`src/rtl/ptmr_pkg.sv`:
```
package ptmr_pkg;
    localparam int PTV_W    = 3;
    localparam int EV_N     = 3;
    localparam int EV_MAT   = 0;
    localparam int EV_OVF   = 1;
    localparam int EV_CAP   = 2;
    localparam int SRST_BIT = 1;

    localparam int OFF_SYS   = 'h10;
    localparam int OFF_STS   = 'h18;
    localparam int OFF_IE    = 'h1C;
    localparam int OFF_WE    = 'h20;
    localparam int OFF_CTRL  = 'h24;
    localparam int OFF_CNT   = 'h28;
    localparam int OFF_LOAD  = 'h2C;
    localparam int OFF_TRIG  = 'h30;
    localparam int OFF_MATCH = 'h38;

    // bit order is the control register layout: start at bit 0
    typedef struct packed {
        logic             cmp_en;
        logic             pre_en;
        logic [PTV_W-1:0] ptv;
        logic             auto_rld;
        logic             start;
    } ctrl_t;

    localparam int CTRL_W = $bits(ctrl_t);
endpackage

```
`src/rtl/ptmr_prescaler.sv`:
```
module ptmr_prescaler
    import ptmr_pkg::*;
#(
    parameter int SEL_W = PTV_W
) (
    input  logic             clk,
    input  logic             rst_n,
    input  logic             clear,
    input  logic             run,
    input  logic             tick,
    input  logic             pre_en,
    input  logic [SEL_W-1:0] ptv,
    output logic             step
);
    localparam int DIV_W = 1 << SEL_W;

    logic [DIV_W-1:0] div_d, div_q;
    logic [DIV_W-1:0] limit;

    // 2^(ptv+1)-1 : shift an all-ones word right by (DIV_W-1-ptv) == ~ptv
    assign limit = {DIV_W{1'b1}} >> (~ptv);

    always_comb begin
        div_d = div_q;
        step  = 1'b0;
        if (clear || !run) begin
            div_d = '0;
        end else if (tick) begin
            if (!pre_en) begin
                step  = 1'b1;
                div_d = '0;
            end else if (div_q == limit) begin
                step  = 1'b1;
                div_d = '0;
            end else begin
                div_d = div_q + 1'b1;
            end
        end
    end

    always_ff @(posedge clk or negedge rst_n) begin
        if (!rst_n) div_q <= '0;
        else        div_q <= div_d;
    end

    p_clear_zero_r3: assert property (@(posedge clk) disable iff (!rst_n)
        clear |=> (div_q == '0));

    p_div_bound_r3: assert property (@(posedge clk) disable iff (!rst_n)
        (pre_en && $stable(ptv)) |-> (div_q <= limit));
endmodule

```
`src/rtl/ptmr_counter.sv`:
```
module ptmr_counter #(
    parameter int DATA_W = 32
) (
    input  logic              clk,
    input  logic              rst_n,
    input  logic              soft_rst,
    input  logic              wr_cnt,
    input  logic              wr_trig,
    input  logic [DATA_W-1:0] wdata,
    input  logic [DATA_W-1:0] load_val,
    input  logic [DATA_W-1:0] match_val,
    input  logic              cmp_en,
    input  logic              auto_rld,
    input  logic              step,
    output logic [DATA_W-1:0] cnt_q,
    output logic              ovf_evt,
    output logic              mat_evt,
    output logic              stop_req
);
    logic [DATA_W-1:0] cnt_d;

    always_comb begin
        cnt_d    = cnt_q;
        ovf_evt  = 1'b0;
        mat_evt  = 1'b0;
        stop_req = 1'b0;
        if (soft_rst) begin
            cnt_d = '0;
        end else if (wr_cnt) begin
            cnt_d = wdata;
        end else if (wr_trig) begin
            cnt_d = load_val;
        end else if (step) begin
            if (cnt_q == {DATA_W{1'b1}}) begin
                ovf_evt = 1'b1;
                if (auto_rld) begin
                    cnt_d = load_val;
                end else begin
                    cnt_d    = '0;
                    stop_req = 1'b1;
                end
            end else begin
                cnt_d = cnt_q + 1'b1;
            end
            mat_evt = cmp_en && (cnt_d == match_val);
        end
    end

    always_ff @(posedge clk or negedge rst_n) begin
        if (!rst_n) cnt_q <= '0;
        else        cnt_q <= cnt_d;
    end

    p_step_inc_r2: assert property (@(posedge clk) disable iff (!rst_n)
        (step && !soft_rst && !wr_cnt && !wr_trig && cnt_q != {DATA_W{1'b1}})
        |=> (cnt_q == $past(cnt_q) + 1'b1));

    p_ovf_reload_r4: assert property (@(posedge clk) disable iff (!rst_n)
        (ovf_evt && auto_rld) |=> (cnt_q == $past(load_val)));

    p_ovf_stop_r5: assert property (@(posedge clk) disable iff (!rst_n)
        (ovf_evt && !auto_rld) |=> (cnt_q == '0));
endmodule

```
`src/rtl/ptmr_regs.sv`:
```
module ptmr_regs
    import ptmr_pkg::*;
#(
    parameter int DATA_W = 32,
    parameter int ADDR_W = 8
) (
    input  logic              clk,
    input  logic              rst_n,
    input  logic              bus_sel,
    input  logic              bus_wr,
    input  logic [ADDR_W-1:0] bus_addr,
    input  logic [DATA_W-1:0] bus_wdata,
    input  logic [DATA_W-1:0] cnt_val,
    input  logic [EV_N-1:0]   sts_val,
    input  logic              stop_req,
    output logic [DATA_W-1:0] bus_rdata,
    output ctrl_t             ctrl,
    output logic [DATA_W-1:0] load_val,
    output logic [DATA_W-1:0] match_val,
    output logic [EV_N-1:0]   ie,
    output logic [EV_N-1:0]   we,
    output logic              wr_ctrl,
    output logic              wr_cnt,
    output logic              wr_trig,
    output logic              wr_sts,
    output logic              soft_rst
);
    typedef struct packed {
        ctrl_t             ctrl;
        logic [DATA_W-1:0] load;
        logic [DATA_W-1:0] match;
        logic [EV_N-1:0]   ie;
        logic [EV_N-1:0]   we;
    } regs_t;

    regs_t st_d, st_q;
    logic  hit;

    assign hit = bus_sel && bus_wr;

    always_comb begin
        st_d     = st_q;
        wr_ctrl  = 1'b0;
        wr_cnt   = 1'b0;
        wr_trig  = 1'b0;
        wr_sts   = 1'b0;
        soft_rst = hit && (bus_addr == ADDR_W'(OFF_SYS)) && bus_wdata[SRST_BIT];
        if (soft_rst) begin
            st_d = '0;
        end else begin
            if (stop_req) st_d.ctrl.start = 1'b0;
            if (hit) begin
                case (bus_addr)
                    ADDR_W'(OFF_CTRL): begin
                        st_d.ctrl = ctrl_t'(bus_wdata[CTRL_W-1:0]);
                        wr_ctrl   = 1'b1;
                    end
                    ADDR_W'(OFF_LOAD):  st_d.load  = bus_wdata;
                    ADDR_W'(OFF_MATCH): st_d.match = bus_wdata;
                    ADDR_W'(OFF_IE):    st_d.ie    = bus_wdata[EV_N-1:0];
                    ADDR_W'(OFF_WE):    st_d.we    = bus_wdata[EV_N-1:0];
                    ADDR_W'(OFF_CNT):   wr_cnt     = 1'b1;
                    ADDR_W'(OFF_TRIG):  wr_trig    = 1'b1;
                    ADDR_W'(OFF_STS):   wr_sts     = 1'b1;
                    default: ;
                endcase
            end
        end
    end

    always_comb begin
        bus_rdata = '0;
        if (bus_sel && !bus_wr) begin
            case (bus_addr)
                ADDR_W'(OFF_STS):   bus_rdata = DATA_W'(sts_val);
                ADDR_W'(OFF_IE):    bus_rdata = DATA_W'(st_q.ie);
                ADDR_W'(OFF_WE):    bus_rdata = DATA_W'(st_q.we);
                ADDR_W'(OFF_CTRL):  bus_rdata = DATA_W'(st_q.ctrl);
                ADDR_W'(OFF_CNT):   bus_rdata = cnt_val;
                ADDR_W'(OFF_LOAD):  bus_rdata = st_q.load;
                ADDR_W'(OFF_TRIG):  bus_rdata = {DATA_W{1'b1}};
                ADDR_W'(OFF_MATCH): bus_rdata = st_q.match;
                default:            bus_rdata = '0;
            endcase
        end
    end

    always_ff @(posedge clk or negedge rst_n) begin
        if (!rst_n) st_q <= '0;
        else        st_q <= st_d;
    end

    assign ctrl      = st_q.ctrl;
    assign load_val  = st_q.load;
    assign match_val = st_q.match;
    assign ie        = st_q.ie;
    assign we        = st_q.we;

    p_stop_clears_start_r5: assert property (@(posedge clk) disable iff (!rst_n)
        (stop_req && !soft_rst) |=> !st_q.ctrl.start);

    p_soft_clears_r1: assert property (@(posedge clk) disable iff (!rst_n)
        soft_rst |=> (st_q == '0));
endmodule

```
`src/rtl/ptmr_irq.sv`:
```
module ptmr_irq
    import ptmr_pkg::*;
(
    input  logic            clk,
    input  logic            rst_n,
    input  logic            soft_rst,
    input  logic [EV_N-1:0] evt,
    input  logic [EV_N-1:0] ie,
    input  logic [EV_N-1:0] we,
    input  logic            wr_sts,
    input  logic [EV_N-1:0] clr_bits,
    output logic [EV_N-1:0] sts,
    output logic            irq,
    output logic            wake
);
    typedef struct packed {
        logic [EV_N-1:0] sts;
        logic            wake;
    } irq_t;

    irq_t st_d, st_q;

    always_comb begin
        st_d = st_q;
        if (wr_sts) st_d.sts = st_q.sts & ~clr_bits;
        st_d.sts  = st_d.sts | (evt & ie);
        st_d.wake = |(evt & we);
        if (soft_rst) st_d = '0;
    end

    always_ff @(posedge clk or negedge rst_n) begin
        if (!rst_n) st_q <= '0;
        else        st_q <= st_d;
    end

    assign sts  = st_q.sts;
    assign irq  = |st_q.sts;
    assign wake = st_q.wake;

    p_set_needs_enable_r8: assert property (@(posedge clk) disable iff (!rst_n)
        !soft_rst |=> ((st_q.sts & ~$past(st_q.sts) & ~$past(ie)) == '0));

    p_w1c_r9: assert property (@(posedge clk) disable iff (!rst_n)
        (wr_sts && ((clr_bits & evt & ie) == '0)) |=> ((st_q.sts & $past(clr_bits)) == '0));

    p_wake_cause_r10: assert property (@(posedge clk) disable iff (!rst_n)
        wake |-> ($past(evt & we) != '0));
endmodule

```
`src/rtl/ptmr_core.sv`:
```
module ptmr_core
    import ptmr_pkg::*;
#(
    parameter int DATA_W = 32,
    parameter int ADDR_W = 8
) (
    input  logic              clk,
    input  logic              rst_n,
    input  logic              fclk_tick,
    input  logic              cap_evt,
    input  logic              bus_sel,
    input  logic              bus_wr,
    input  logic [ADDR_W-1:0] bus_addr,
    input  logic [DATA_W-1:0] bus_wdata,
    output logic [DATA_W-1:0] bus_rdata,
    output logic              irq,
    output logic              wake
);
    ctrl_t             ctrl;
    logic [DATA_W-1:0] load_val, match_val, cnt_val;
    logic [EV_N-1:0]   ie, we, sts, evt;
    logic              wr_ctrl, wr_cnt, wr_trig, wr_sts, soft_rst;
    logic              psc_clear, step, ovf_evt, mat_evt, stop_req;

    ptmr_regs #(.DATA_W(DATA_W), .ADDR_W(ADDR_W)) u_regs (
        .clk(clk), .rst_n(rst_n),
        .bus_sel(bus_sel), .bus_wr(bus_wr), .bus_addr(bus_addr),
        .bus_wdata(bus_wdata), .cnt_val(cnt_val), .sts_val(sts),
        .stop_req(stop_req), .bus_rdata(bus_rdata), .ctrl(ctrl),
        .load_val(load_val), .match_val(match_val), .ie(ie), .we(we),
        .wr_ctrl(wr_ctrl), .wr_cnt(wr_cnt), .wr_trig(wr_trig),
        .wr_sts(wr_sts), .soft_rst(soft_rst)
    );

    assign psc_clear = soft_rst || wr_ctrl || wr_cnt || wr_trig;

    ptmr_prescaler #(.SEL_W(PTV_W)) u_psc (
        .clk(clk), .rst_n(rst_n), .clear(psc_clear), .run(ctrl.start),
        .tick(fclk_tick), .pre_en(ctrl.pre_en), .ptv(ctrl.ptv), .step(step)
    );

    ptmr_counter #(.DATA_W(DATA_W)) u_cnt (
        .clk(clk), .rst_n(rst_n), .soft_rst(soft_rst),
        .wr_cnt(wr_cnt), .wr_trig(wr_trig), .wdata(bus_wdata),
        .load_val(load_val), .match_val(match_val),
        .cmp_en(ctrl.cmp_en), .auto_rld(ctrl.auto_rld), .step(step),
        .cnt_q(cnt_val), .ovf_evt(ovf_evt), .mat_evt(mat_evt),
        .stop_req(stop_req)
    );

    assign evt[EV_MAT] = mat_evt;
    assign evt[EV_OVF] = ovf_evt;
    assign evt[EV_CAP] = cap_evt;

    ptmr_irq u_irq (
        .clk(clk), .rst_n(rst_n), .soft_rst(soft_rst), .evt(evt),
        .ie(ie), .we(we), .wr_sts(wr_sts), .clr_bits(bus_wdata[EV_N-1:0]),
        .sts(sts), .irq(irq), .wake(wake)
    );
endmodule

```
`config.mk`:
```
export PLATFORM = sky130hd
export DESIGN_NAME = ptmr_core
export DESIGN_NICKNAME = d
export VERILOG_FILES = /design/src/rtl/ptmr_pkg.sv /design/src/rtl/ptmr_prescaler.sv /design/src/rtl/ptmr_counter.sv /design/src/rtl/ptmr_regs.sv /design/src/rtl/ptmr_irq.sv /design/src/rtl/ptmr_core.sv
export SDC_FILE = /design/constraint.sdc
export NUM_CORES = 1
export LEC_CHECK = 0
export BUFFER_PORTS_ARGS = -buffer_cell sky130_fd_sc_hd__buf_2
export CAP_MARGIN = 20
export CORE_ASPECT_RATIO = 0.75
export CORE_MARGIN = 2
export CORE_UTILIZATION = 40
export CTS_CLUSTER_SIZE = 40
export DETAILED_ROUTE_END_ITERATION = 8
export HOLD_SLACK_MARGIN = 0.06
export PLACE_DENSITY = 0.61
export RECOVER_POWER = 25
export SLEW_MARGIN = 10
export SYNTH_ARGS = -nofsm -noshare
export SYNTH_HDL_FRONTEND = slang
export SYNTH_SLANG_ARGS = --single-unit
```
`constraint.sdc`:
```
create_clock -name clk -period 4.9 [get_ports clk]
set_input_delay 0.735 -clock clk [delete_from_list [all_inputs] [get_ports clk]]
set_output_delay 0.735 -clock clk [all_outputs]
set_load 0.01 [all_outputs]
```
==> metrics.csv <==
metric,value,unit
WHS Path Cells,1,
WHS,528.1,ps
post_cts resized,0,
Starting DRT DRC Count,1210,
pin count of the biggest net entering global routing,49,
"commonest non-fill, non-tap cell in the layout",dfrtp_1,
Logic pwr share,0.133,
All-Layer GR Usage,0.2797,
prevailing post-synth register cell,dfrtp_1,
WP data required,5240,ps
"Setup Fix Bufs, Post-CTS",0,
via-per-instance ratio,6.616,
max-slew violations,35,
CTS root buf,clkbuf_16,
final cell count without fillers,1202,
Detailed Place HPWL,20.64,mm
Setup Viol. Count Final,0,
total CTS buffers,17,
Worst Setup Path Type,in -> reg,
max-cap violation count,1,
xor-xnor portion of the synthesized cell area,0.05873,
Synth Area in Compound Gates,0.2892,
I/O Pins,80,
switching pwr,0.7828,mW
final number of hold-violating endpoints,0,
core area,19380,sq um
setup ws final,1090,ps
post-layout util,0.4748,
1st-pass router iterations,5,
routed wire length,29.21,mm
RSZ-0062 raised after global routing,false,
VDD IR max,0.1418,mV
Initial Util,0.4090,
die area,20970,sq um
Sw Ratio,0.2776,
critical path's largest stage delay,650,ps
worst min path class,reg -> reg,
critical path cell sequence,"buf_2, or4b_1, nand2b_1, buf_4, or3_1, nand4_2, or2_1, buf_4, nand2_2, nor2_4, o21ai_0, o211ai_1",
most frequent cells in the layout,"dfrtp_1, nand2_1, buf_2",
Max-slew headroom,-0.3875,
violated checks,"max-capacitance violations, max-slew violations",
Total Power,2.820,mW
Mapped Cells,879,
Most common cell on crit path,buf_4,
Die Wd,166.5,um
Fmax,262.5,MHz
grt total ovfl,0,
Worst Setup Start Kind,primary input,
count of different cell masters after synthesis,75,
"Clk Latency, worst-skew pair",430,ps
CTS Hold Bufs,0,
setup TNS,0,ps
CP max FO,26,
layout filler cell count,1871,
Register-to-Register Path Depth,9,
clock share of power,0.456,
ys async rst share,1.000,
DRC violations left,0,
LEAKAGE,3.874,nW
register share of total power,0.411,
fin crit share,0.7775,
Yosys reg bits,121,
fin area,9200,sq um
CTS tree,built,
final net count,985,
H-tree depth,4,
clock slew at reported path FFs,60,ps
Cell Pwr Density,306.5,nW/um^2
# rows,44,
drt wl/cell,24.30,um
largest family of logic cells by synthesized area,compound AO/OA/AOI/OAI gates,
skew final,10.14,ps
synthesized area,7925,sq um
Tmin final,3810,ps
post-synthesis mux area share,0.02668,
Post-Syn Area per Cell,9.016,sq um
Vias,7952,
adder-cell share of the synthesized area,0.004421,
vias in the first global route,7413,
Post-Place Cell Area,8616,sq um
initial antenna violation count,0,
number of enable flip-flop cells after synthesis,0,
placement-stage worst setup slack,789.1,ps
Yosys Warn Count,0,
Syn Nets,927,
worst-margin pin slew,2081,ps
first-pass GRT wire length,45.53,mm
Placer Congestion,1.016,
CP Capture Type,flip-flop,
status,finished with violations,
layout overhead on the synthesized area,16.09,%
share of layout cells above drive strength 1,0.1707,
ant diodes,0,
area share of and/or/nand/nor cells after synthesis,0.1918,
P_int,2.037,mW
Max Root-Sink Buffers,2,
Die Span Y,125.9,um
clock tree sinks,121,
register area share after synthesis,0.3821,
number of routed nets with antenna violations,0,
crit path DAT,4150,ps
port bufs,79,
CP max-delay cell,or4b_1,
Cells after DPL,1171,
## critical path: cells and delay by family
| kind | cells | cell delay [ps] |
|---|---|---|
| AND/OR/NAND/NOR | 7 | 2550 |
| buffers and inverters | 3 | 550 |
| AO/OA/AOI/OAI | 2 | 310 |
## registers in the layout, summed over array words and instances (netlist names)
| register | cells |
|---|---|
| u_irq.sts | 3 |
| u_irq.wake | 1 |
| u_regs.match_val | 32 |
| u_cnt.cnt_q | 32 |
| u_regs.we | 3 |
| u_regs.ctrl | 7 |
| u_regs.load_val | 32 |
| u_psc.div_q | 8 |
| u_regs.ie | 3 |
## cell type report
class | instances | area [sq um] | share of cell area
Clock buffer | 23 | 467.9 | 0.05086
Tap cell | 253 | 316.6 | 0.03441
Inverter | 26 | 97.59 | 0.01061
Sequential cell | 121 | 3028 | 0.3291
Multi-Input combinational cell | 664 | 4566 | 0.4963
Clock inverter | 8 | 120.1 | 0.01306
Timing Repair Buffer | 107 | 604.3 | 0.06569
## cell usage after synthesis, types with 3 or more instances
cell type	count	area (sq um)
nor4_1	16	100.1
nor2_1	47	176.4
a21oi_1	69	345.3
a22oi_1	9	67.56
or3_1	8	50.05
o31ai_1	3	22.52
and2_1	4	25.02
o21ai_1	4	20.02
nor4_4	3	63.81
o211a_1	3	30.03
a221oi_1	25	219.0
o2111ai_1	5	43.79
o32ai_1	3	26.28
a31oi_1	6	37.54
a221o_1	11	110.1
nand2_1	98	367.9
nand3_1	30	150.1
o211ai_1	18	135.1
nand2b_1	5	31.28
nor3_1	12	60.06
a21boi_0	3	22.52
nand4_1	18	112.6
and3_1	10	62.56
clkbuf_1	52	195.2
xor2_1	21	183.9
inv_1	26	97.59
o22ai_1	7	43.79
a32o_1	6	60.06
buf_2	12	60.06
mux2i_1	20	200.2
a22o_1	66	578.1
dfrtp_1	121	3028
a222oi_1	15	150.1
o311ai_0	7	61.31
a41oi_1	3	26.28
and4_1	10	87.58
o21ai_0	26	130.1
or4_1	4	30.03
xnor2_1	27	236.5
## power groups by stage
stage / Combinational (mW) / Clock [mW] / Sequential, mW
floorplan: 0.275 / 0 / 1.12
global placement: 0.363 / 0 / 1.17
detailed placement: 0.365 / 0 / 1.17
CTS: 0.369 / 1.29 / 1.15
global route: 0.414 / 1.34 / 1.17
finish: 0.375 / 1.29 / 1.16
## layer usage
layer	global-route usage	routed length, um
met5	0	0
met4	0.07252	554
met3	0.07700	3453
met2	0.3675	11500
met1	0.4427	13700
## cells by family after synthesis
group,after synthesis
DFF,121
AOI/OAI and AO/OA,306
adders and majority gates,3
xor gates and xnor gates,50
muxes,21
and+or+nand+nor,284
buffers and inverters,94
## worst paths after layout
check                                from              endpoint  slack [ps]
hold reg to reg              u_regs.ie[2]          u_regs.ie[2]         530
setup reg to reg           u_regs.ctrl[1]            u_irq.wake        1120
setup / recovery              bus_addr[4]       u_cnt.cnt_q[18]        1090
max in group asynchronous           rst_n  u_regs.match_val[17]        2430
min in group asynchronous           rst_n          u_regs.ie[0]         900
hold / removal               u_regs.ie[2]          u_regs.ie[2]         530
Power figures use the tool's default switching activity.
